===== config.mk =====
export PLATFORM = sky130hd
export DESIGN_NAME = alarm_countdown
export DESIGN_NICKNAME = d
export VERILOG_FILES = /design/src/rtl/alarm_countdown.sv
export SDC_FILE = /design/constraint.sdc
export NUM_CORES = 1
export LEC_CHECK = 0
export ABC_AREA = 0
export ABC_CLOCK_PERIOD_IN_PS = 6600
export BUFFER_PORTS_ARGS = -buffer_cell sky130_fd_sc_hd__buf_2
export CORE_MARGIN = 10
export CORE_UTILIZATION = 45
export DETAILED_ROUTE_END_ITERATION = 10
export GPL_TIMING_DRIVEN = 0
export HOLD_SLACK_MARGIN = 0.05
export PLACE_DENSITY = 0.84
export SLEW_MARGIN = 25
export SYNTH_ARGS = -nofsm -noshare
export SYNTH_HDL_FRONTEND = slang
export SYNTH_SLANG_ARGS = --single-unit

===== constraint.sdc =====
create_clock -name clk -period 6.6 [get_ports clk]
set_input_delay 0.33 -clock clk [delete_from_list [all_inputs] [get_ports clk]]
set_output_delay 0.33 -clock clk [all_outputs]
set_load 0.005 [all_outputs]

===== src/rtl/alarm_countdown.sv =====
module alarm_countdown #(
  parameter int DAY_W = 8
) (
  input  logic        clk,
  input  logic        rst_n,
  input  logic        sec_tick,
  input  logic        wr_en,
  input  logic [1:0]  addr,
  input  logic [31:0] wdata,
  output logic [31:0] rdata,
  output logic        irq
);
  localparam int MIN_LSB = 8;
  localparam int HR_LSB  = 16;
  localparam int DAY_LSB = 21;
  localparam logic [1:0] A_COUNT = 2'd0;
  localparam logic [1:0] A_RUN   = 2'd1;
  localparam logic [1:0] A_IEN   = 2'd2;
  localparam logic [1:0] A_STAT  = 2'd3;

  logic [5:0] sec, mins, n_sec, n_min;
  logic [4:0] hr, n_hr;
  logic [DAY_W-1:0] day, n_day;
  logic run_en, irq_en, pend;
  logic [31:0] cnt_word;

  wire unused_wdata = ^wdata;
  wire wr_cnt   = wr_en && addr == A_COUNT;
  wire clr_pend = wr_en && addr == A_STAT && wdata[0];
  wire cnt_nz   = |{day, hr, mins, sec};
  wire step     = sec_tick && run_en && cnt_nz && !wr_cnt;
  wire expire   = step && ({n_day, n_hr, n_min, n_sec} == '0);

  always_comb begin
    n_sec = sec; n_min = mins; n_hr = hr; n_day = day;
    if (sec != 6'd0) n_sec = sec - 6'd1;
    else begin
      n_sec = 6'd59;
      if (mins != 6'd0) n_min = mins - 6'd1;
      else begin
        n_min = 6'd59;
        if (hr != 5'd0) n_hr = hr - 5'd1;
        else begin
          n_hr  = 5'd23;
          n_day = day - 1'b1;
        end
      end
    end
  end

  always_ff @(posedge clk or negedge rst_n) begin
    if (!rst_n) begin
      sec <= '0; mins <= '0; hr <= '0; day <= '0;
    end else if (wr_cnt) begin
      sec  <= wdata[5:0];
      mins <= wdata[MIN_LSB +: 6];
      hr   <= wdata[HR_LSB +: 5];
      day  <= wdata[DAY_LSB +: DAY_W];
    end else if (step) begin
      sec <= n_sec; mins <= n_min; hr <= n_hr; day <= n_day;
    end
  end

  always_ff @(posedge clk or negedge rst_n) begin
    if (!rst_n) begin
      run_en <= 1'b0; irq_en <= 1'b0; pend <= 1'b0;
    end else begin
      if (wr_en && addr == A_RUN) run_en <= wdata[0];
      if (wr_en && addr == A_IEN) irq_en <= wdata[0];
      if (expire)        pend <= 1'b1;
      else if (clr_pend) pend <= 1'b0;
    end
  end

  always_comb begin
    cnt_word = '0;
    cnt_word[5:0]              = sec;
    cnt_word[MIN_LSB +: 6]     = mins;
    cnt_word[HR_LSB +: 5]      = hr;
    cnt_word[DAY_LSB +: DAY_W] = day;
  end

  always_comb begin
    case (addr)
      A_COUNT: rdata = cnt_word;
      A_RUN:   rdata = {31'd0, run_en};
      A_IEN:   rdata = {31'd0, irq_en};
      default: rdata = {31'd0, pend};
    endcase
  end

  assign irq = pend & irq_en;

  AST_SEC_STEP: assert property (@(posedge clk) disable iff (!rst_n)
    (sec_tick && run_en && !wr_cnt && sec != 6'd0) |=> (sec == $past(sec) - 6'd1));
  AST_SEC_BORROW: assert property (@(posedge clk) disable iff (!rst_n)
    (sec_tick && run_en && !wr_cnt && cnt_nz && sec == 6'd0) |=> (sec == 6'd59));
  AST_HOLD_WHEN_OFF: assert property (@(posedge clk) disable iff (!rst_n)
    (!run_en && !wr_cnt) |=> $stable(cnt_word));
  AST_ZERO_STAYS: assert property (@(posedge clk) disable iff (!rst_n)
    (!cnt_nz && !wr_cnt) |=> !cnt_nz);
  AST_PEND_CAUSE: assert property (@(posedge clk) disable iff (!rst_n)
    $rose(pend) |-> (!cnt_nz && $past(run_en) && $past(sec_tick)));
  AST_PEND_STICKY: assert property (@(posedge clk) disable iff (!rst_n)
    (pend && !clr_pend) |=> pend);
endmodule


==> flow_metrics.py, run 1 <==
metrics = {
    "floorplan": {
        "coreArea_um2": 4720,
        "dieArea_um2": 8050,
        "row_count": 25,
        "die_h_um": 89.7,
        "die_w_um": 89.7,
        "start_util": 0.463,
        "ios": 71,
    },
    "critical_path": {
        "path_cells": "inv_1, ha_1, nor4b_1, and4_1, buf_2, a31oi_1, buf_2, nand2_1, o31ai_1, a31oi_1",
        "crit_fanout": 10,
        "cp.required_ns": 6.74,
        "max_stage_delay_ns": 0.55,
        "critPathCaptureType": "register",
        "critical_path_class": "register to register",
        "path_delay_family": "compound AO/OA/AOI/OAI gates",
        "r2r-start": "sec[0]$_DFFE_PN0P_",
        "cp-start-kind": "register",
        "crit_path_start": "sec[0]$_DFFE_PN0P_",
        "cp_data_arrival_time_ns": 2.91,
        "r2r_slack_ns": 3.83,
        "crit_path_top_delay_cell": "a31oi_1",
        "critical_path_buf_inv_count": 3,
    },
    "timing": {
        "final.min_clock_period_ns": 2.77,
        "grt_setup_unrepaired": "false",
        "drv_slew": 0,
        "slew_headroom": 0.501,
        "fmax_ghz": 0.361,
        "setup_viol": 0,
        "worstMarginPinSlew_ns": 0.745,
        "clock_skew_ns": 0.00541,
        "tns_ns": 0,
        "period_share": 0.420,
        "hold_violations": 0,
    },
    "final_layout": {
        "layout.nets": 378,
        "diodes": 0,
        "final_cells": 398,
        "drive_gt1_frac": 0.260,
        "synthToLayoutAreaGrowth_pct": 19.6,
    },
    "synth": {
        "syn_avg_cell_area_um2": 8.22,
        "yosysWarningCount": 0,
        "synth_area_um2": 2190,
        "async_reset_ff_frac": 1.00,
        "synth_cell_type_count": 54,
        "synth_ff_type": "dfrtp_1",
        "synthCells": 266,
        "synth_edf_count": 0,
        "synth-seq-area-share": 0.320,
        "ys_ff_latch": 28,
    },
    "route": {
        "viasPerCell": 5.64,
        "wl_per_cell_um": 16.5,
        "antenna_left": 0,
        "drc": 0,
        "drt_iter0_drc": 304,
        "routed_wirelength_um": 6570,
        "dr_total_vias": 2246,
        "first_pass_iters": 5,
    },
    "status": {
        "status": "complete, no violations",
    },
    "global_routing": {
        "grt_max_degree": 29,
        "grt_pass1_vias": 2191,
        "grt_antenna_before_repair": 0,
        "grt_first_pass_wirelength_um": 10800,
        "gr-total-overflow": 0,
        "grtUsageTotal": 0.159,
    },
    "clock_tree": {
        "cts_tree": "done",
        "h-tree-depth": 1,
        "cts_sinks": 28,
        "postCtsHoldBufs": 0,
        "numCtsBuffers": 3,
        "post_cts_buffers": 0,
        "clock_path_buffers": 2,
        "clock_latency_ns": 0.28,
        "path_clk_slew_ns": 0.10,
        "cts_root_buf": "clkbuf_8",
        "cts_resized": 0,
    },
    "worst_hold_path": {
        "min_path_type": "primary input to asynchronous set/reset pin",
    },
    "placed_design": {
        "dp_hpwl_um": 5040,
        "place_inst": 395,
        "gp_congestion": 0.863,
        "portBuffers": 56,
    },
    "power_and_ir_drop": {
        "cellLeakagePower_nw": 1.20,
        "ir_drop_v": 0.000101,
        "powerDensity_nw_per_um2": 245,
    },
    "job": {
        "drv_cap": 0,
    },
}
[metal layers]
metal	vias up	GRT usage	routed length, µm
met4	0	0.0566	73
met5	-	0	0
met2	106	0.263	3180
li1	1075	-	-
met3	7	0.0382	534
met1	1058	0.195	2780
[path summary, 6_finish.rpt]
check / cells past startpoint / endpoint
min reg2reg: 1 / irq_en$_DFFE_PN0P_
min: 1 / sec[3]$_DFFE_PN0P_
min in group clk: 3 / hr[1]$_DFFE_PN0P_
max in group asynchronous: 1 / day[7]$_DFFE_PN0P_
max: 10 / sec[4]$_DFFE_PN0P_
max reg2reg: 10 / sec[4]$_DFFE_PN0P_
[sequential cells by signal, summed over array words and instances, names as in the netlist]
signal / flops
mins: 6
pend: 1
sec: 6
irq_en: 1
hr: 5
day: 8
run_en: 1
[logic make-up after synthesis]
group                    synth area share
XOR/XNOR                           0.0320
AO/OA/AOI/OAI                       0.189
flip-flops                          0.320
adder cells (fa/ha/maj)            0.0400
other                             0.00171
buffers and inverters              0.0709
AND/OR/NAND/NOR                     0.304
multiplexers                       0.0412
[cell usage after synthesis (7+ instances only)]
cell type / n / share of area
nand2_1: 32 / 0.055
a21oi_1: 10 / 0.023
ha_1: 7 / 0.040
dfrtp_1: 28 / 0.32
buf_4: 7 / 0.024
nor2_1: 24 / 0.041
clkbuf_1: 8 / 0.014
inv_1: 10 / 0.017
nor3_1: 15 / 0.034
a31oi_1: 8 / 0.023
and2_1: 18 / 0.051
o21ai_0: 15 / 0.034
[final cells by class]
class | count | area (µm²)
fill | 461 | 2110
inverter | 10 | 37.5
multi-input combinational | 213 | 1350
buffer | 21 | 118
tap | 67 | 83.8
sequential | 28 | 701
timing repair buffer | 56 | 280
clock buffer | 3 | 41.3
[stage by stage]
step           setup slack, ns  hold WS (ns)  utilization  total power [mW]  cell area (µm²)
6_report                  3.83        0.0578        0.554             0.640             2620
5_1_grt                   3.59         0.103        0.554             0.692             2620
4_1_cts                   3.90        0.0887        0.554             0.639             2620
3_5_place_dp              3.91         0.397        0.545             0.544             2570
3_3_place_gp              4.02         0.382        0.545             0.532             2570
2_1_floorplan             4.38        0.0344            -             0.458             2210
[power by group]
group	leakage (nW)	switching, mW	internal (mW)
Clock	0.0216	0.0546	0.0411
Sequential	0.336	0.0581	0.213
Combinational	0.841	0.150	0.124
Total	1.20	0.263	0.377
[layout by cell type (no fill, tap or decap), types with 4 or more instances in the layout]
cell type   n
a31oi_1     8
o21ai_0    15
and2_1     18
a21o_1      4
nor2_1     24
nand4_1     5
inv_1      10
ha_1        7
nand2_1    32
a21oi_1    10
xor2_1      5
a211oi_1    4
buf_4       7
nor3_1     15
nand3_1     5
dfrtp_1    28
clkbuf_1    8
conb_1      7
buf_2      60
(Power assumes the default switching activity.)
==> inputs of run 2 (changes only) <==
--- a/config.mk
+++ b/config.mk
@@ -6,14 +6,14 @@
 export NUM_CORES = 1
 export LEC_CHECK = 0
 export ABC_AREA = 0
-export ABC_CLOCK_PERIOD_IN_PS = 6600
+export ABC_CLOCK_PERIOD_IN_PS = 2260
 export BUFFER_PORTS_ARGS = -buffer_cell sky130_fd_sc_hd__buf_2
 export CORE_MARGIN = 10
 export CORE_UTILIZATION = 45
 export DETAILED_ROUTE_END_ITERATION = 10
 export GPL_TIMING_DRIVEN = 0
 export HOLD_SLACK_MARGIN = 0.05
-export PLACE_DENSITY = 0.84
+export PLACE_DENSITY = 0.87
 export SLEW_MARGIN = 25
 export SYNTH_ARGS = -nofsm -noshare
 export SYNTH_HDL_FRONTEND = slang
==> constraint.sdc (replaced) <==
create_clock -name clk -period 2.26 [get_ports clk]
set_input_delay 0.113 -clock clk [delete_from_list [all_inputs] [get_ports clk]]
set_output_delay 0.113 -clock clk [all_outputs]
set_load 0.005 [all_outputs]
==> run 2 against run 1 <==
Net effect:
- clock skew grew 0.0013 ns
- design area increased by 17%
- flip-flop and latch count unchanged
- critical path depth shrank 2
- combinational power grew to 3.7 times the previous value
- via count increased by 11%
- non-clock buffer count rose by 37
- the run now ends with negative setup slack left
- total power increased to 3.4 times the previous value
- first-iteration DRC count is 0.99% lower
- critical endpoint is now pend$_DFFE_PN0P_
- highest routed layer unchanged
==> flow_metrics.py, run 2 (same netlist as run 1, synthesis figures left out) <==
metrics = {
    "power_and_ir_drop": {
        "power.switching_mw": 0.873,
        "p_int_mw": 1.28,
        "cellLeakagePower_nw": 1.40,
        "seqPwrFrac": 0.372,
        "pwr-share-clk": 0.151,
        "pwr-share-comb": 0.476,
        "p_sw_frac": 0.406,
        "ir_drop_v": 0.000310,
        "powerDensity_nw_per_um2": 701,
    },
    "timing": {
        "slew_headroom": 0.551,
        "drv_slew": 0,
        "clock_skew_ns": 0.00674,
        "whs_ns": 0.0811,
        "period_share": 1.01,
        "grt_setup_unrepaired": "true",
        "fmax_ghz": 0.438,
        "setup_viol": 1,
        "worstMarginPinSlew_ns": 0.673,
        "final.min_clock_period_ns": 2.28,
        "hold_violations": 0,
        "setup_ws_ns": -0.0214,
    },
    "global_routing": {
        "grt_pass1_vias": 2366,
        "grt_max_degree": 29,
        "grtUsageTotal": 0.164,
        "gr-total-overflow": 0,
        "grt_first_pass_wirelength_um": 11400,
        "grt_antenna_before_repair": 0,
    },
    "clock_tree": {
        "clock_path_buffers": 2,
        "clock_latency_ns": 0.28,
        "cts_tree": "done",
        "cts_sinks": 28,
        "path_clk_slew_ns": 0.10,
        "cts_root_buf": "clkbuf_8",
        "h-tree-depth": 1,
        "numCtsBuffers": 3,
    },
    "route": {
        "wl_met3_um": 710,
        "wl_met1_um": 2910,
        "routed_wirelength_um": 7280,
        "wl_per_cell_um": 16.7,
        "routed-wl-met2_um": 3480,
        "drc": 0,
        "first_pass_iters": 5,
        "dr_total_vias": 2486,
        "drt_iter0_drc": 301,
        "maxUsedRoutingLayer": "met4",
        "antenna_left": 0,
        "viasPerCell": 5.70,
    },
    "critical_path": {
        "cp_data_arrival_time_ns": 2.48,
        "path_cells": "inv_2, ha_4, or4b_4, nor2_4, nand3_2, mux2_4, or3_4, o31ai_2",
        "cp-start-kind": "register",
        "crit_fanout": 3,
        "critPathCaptureType": "register",
        "max_stage_delay_ns": 0.49,
        "crit_path_top_delay_cell": "or4b_4",
        "critical_path_class": "register to register",
        "cp.required_ns": 2.46,
        "path_delay_family": "simple AND/OR/NAND/NOR gates",
        "critical_path_buf_inv_count": 1,
    },
    "final_layout": {
        "diodes": 0,
        "layout_common_cells": "buf_2 (59), nand2_1 (31), dfrtp_1 (28)",
        "final_cells": 436,
        "final_common_cell": "buf_2",
        "post-route-util": 0.649,
        "largestRegisters": "day x8, mins x6, sec x6",
        "top_register": "day",
        "largest_reg_flops": 8,
        "drive_gt1_frac": 0.336,
        "n_fill_cell": 376,
        "synthToLayoutAreaGrowth_pct": 40.2,
        "layout.nets": 415,
    },
    "job": {
        "drv_cap": 0,
    },
    "placed_design": {
        "gp_congestion": 0.877,
        "place_inst": 395,
        "preCtsSetupSlack_ns": -0.385,
        "dp_hpwl_um": 5130,
        "portBuffers": 56,
    },
    "floorplan": {
        "start_util": 0.463,
        "die_h_um": 89.7,
        "dieArea_um2": 8050,
        "die_w_um": 89.7,
        "coreArea_um2": 4720,
        "row_count": 25,
        "ios": 71,
    },
    "worst_hold_path": {
        "min_path_type": "primary input to register",
    },
    "status": {
        "status": "finished, violations left",
        "violations": "negative setup slack",
    },
}
## run 2: power groups by stage
stage	Clock (mW)	Combinational, mW	Sequential [mW]
global placement	0	0.765	0.785
floorplan	0	0.590	0.749
finish	0.325	1.02	0.800
CTS	0.333	0.924	0.781
detailed placement	0	0.795	0.797
global route	0.346	1.13	0.817
## run 2: worst reg2reg max path, cell delays in order (launching register included)
cell,delay (ns)
dfrtp_1,0.41
inv_2,0.08
ha_4,0.13
or4b_4,0.49
nor2_4,0.14
nand3_2,0.08
mux2_4,0.28
or3_4,0.33
o31ai_2,0.24
## run 2: path summary, 6_finish.rpt
check,from,to,slack [ns],cells after the start
min reg2reg,run_en$_DFFE_PN0P_,run_en$_DFFE_PN0P_,0.55,1
max in group asynchronous,rst_n,day[7]$_DFFE_PN0P_,1.43,2
min in group asynchronous,rst_n,mins[2]$_DFFE_PN0P_,0.40,2
max,sec[0]$_DFFE_PN0P_,pend$_DFFE_PN0P_,-0.02,8
min,wdata[22],day[1]$_DFFE_PN0P_,0.08,3
max reg2reg,sec[0]$_DFFE_PN0P_,pend$_DFFE_PN0P_,-0.02,8
## run 2: area by class of cell
class | count | area [µm²] | area share
Inverter | 10 | 37.5 | 0.0122
Buffer | 21 | 131 | 0.0428
Clock buffer | 4 | 55.1 | 0.0180
Sequential cell | 28 | 701 | 0.228
Tap cell | 67 | 83.8 | 0.0273
Timing Repair Buffer | 93 | 598 | 0.195
Multi-Input combinational cell | 213 | 1460 | 0.476
## run 2: timing repair
action / 4_1_cts / 5_1_grt
cloned: 0 / 1
resized for setup: 15 / 14
setup buffers: 11 / 8
endpoints found under the setup margin: 25 / 24
pin swaps: 5 / 9
hold buffers: 17 / 0
hold endpoints to repair: 44 / 0
## run 2: layer usage
metal / global-route usage / vias up
li1: - / 1151
met1: 0.199 / 1150
met2: 0.274 / 154
met3: 0.0441 / 31
met4: 0.0485 / 0
met5: 0 / -
## run 2: metrics by stage
stage	cell area [µm²]	power (mW)	TNS, ns
floorplan	2210	1.34	0
global placement	2570	1.55	-3.42
detailed placement	2570	1.59	-5.20
CTS	2940	2.04	0
global route	3070	2.29	-0.309
finish	3070	2.15	-0.0214
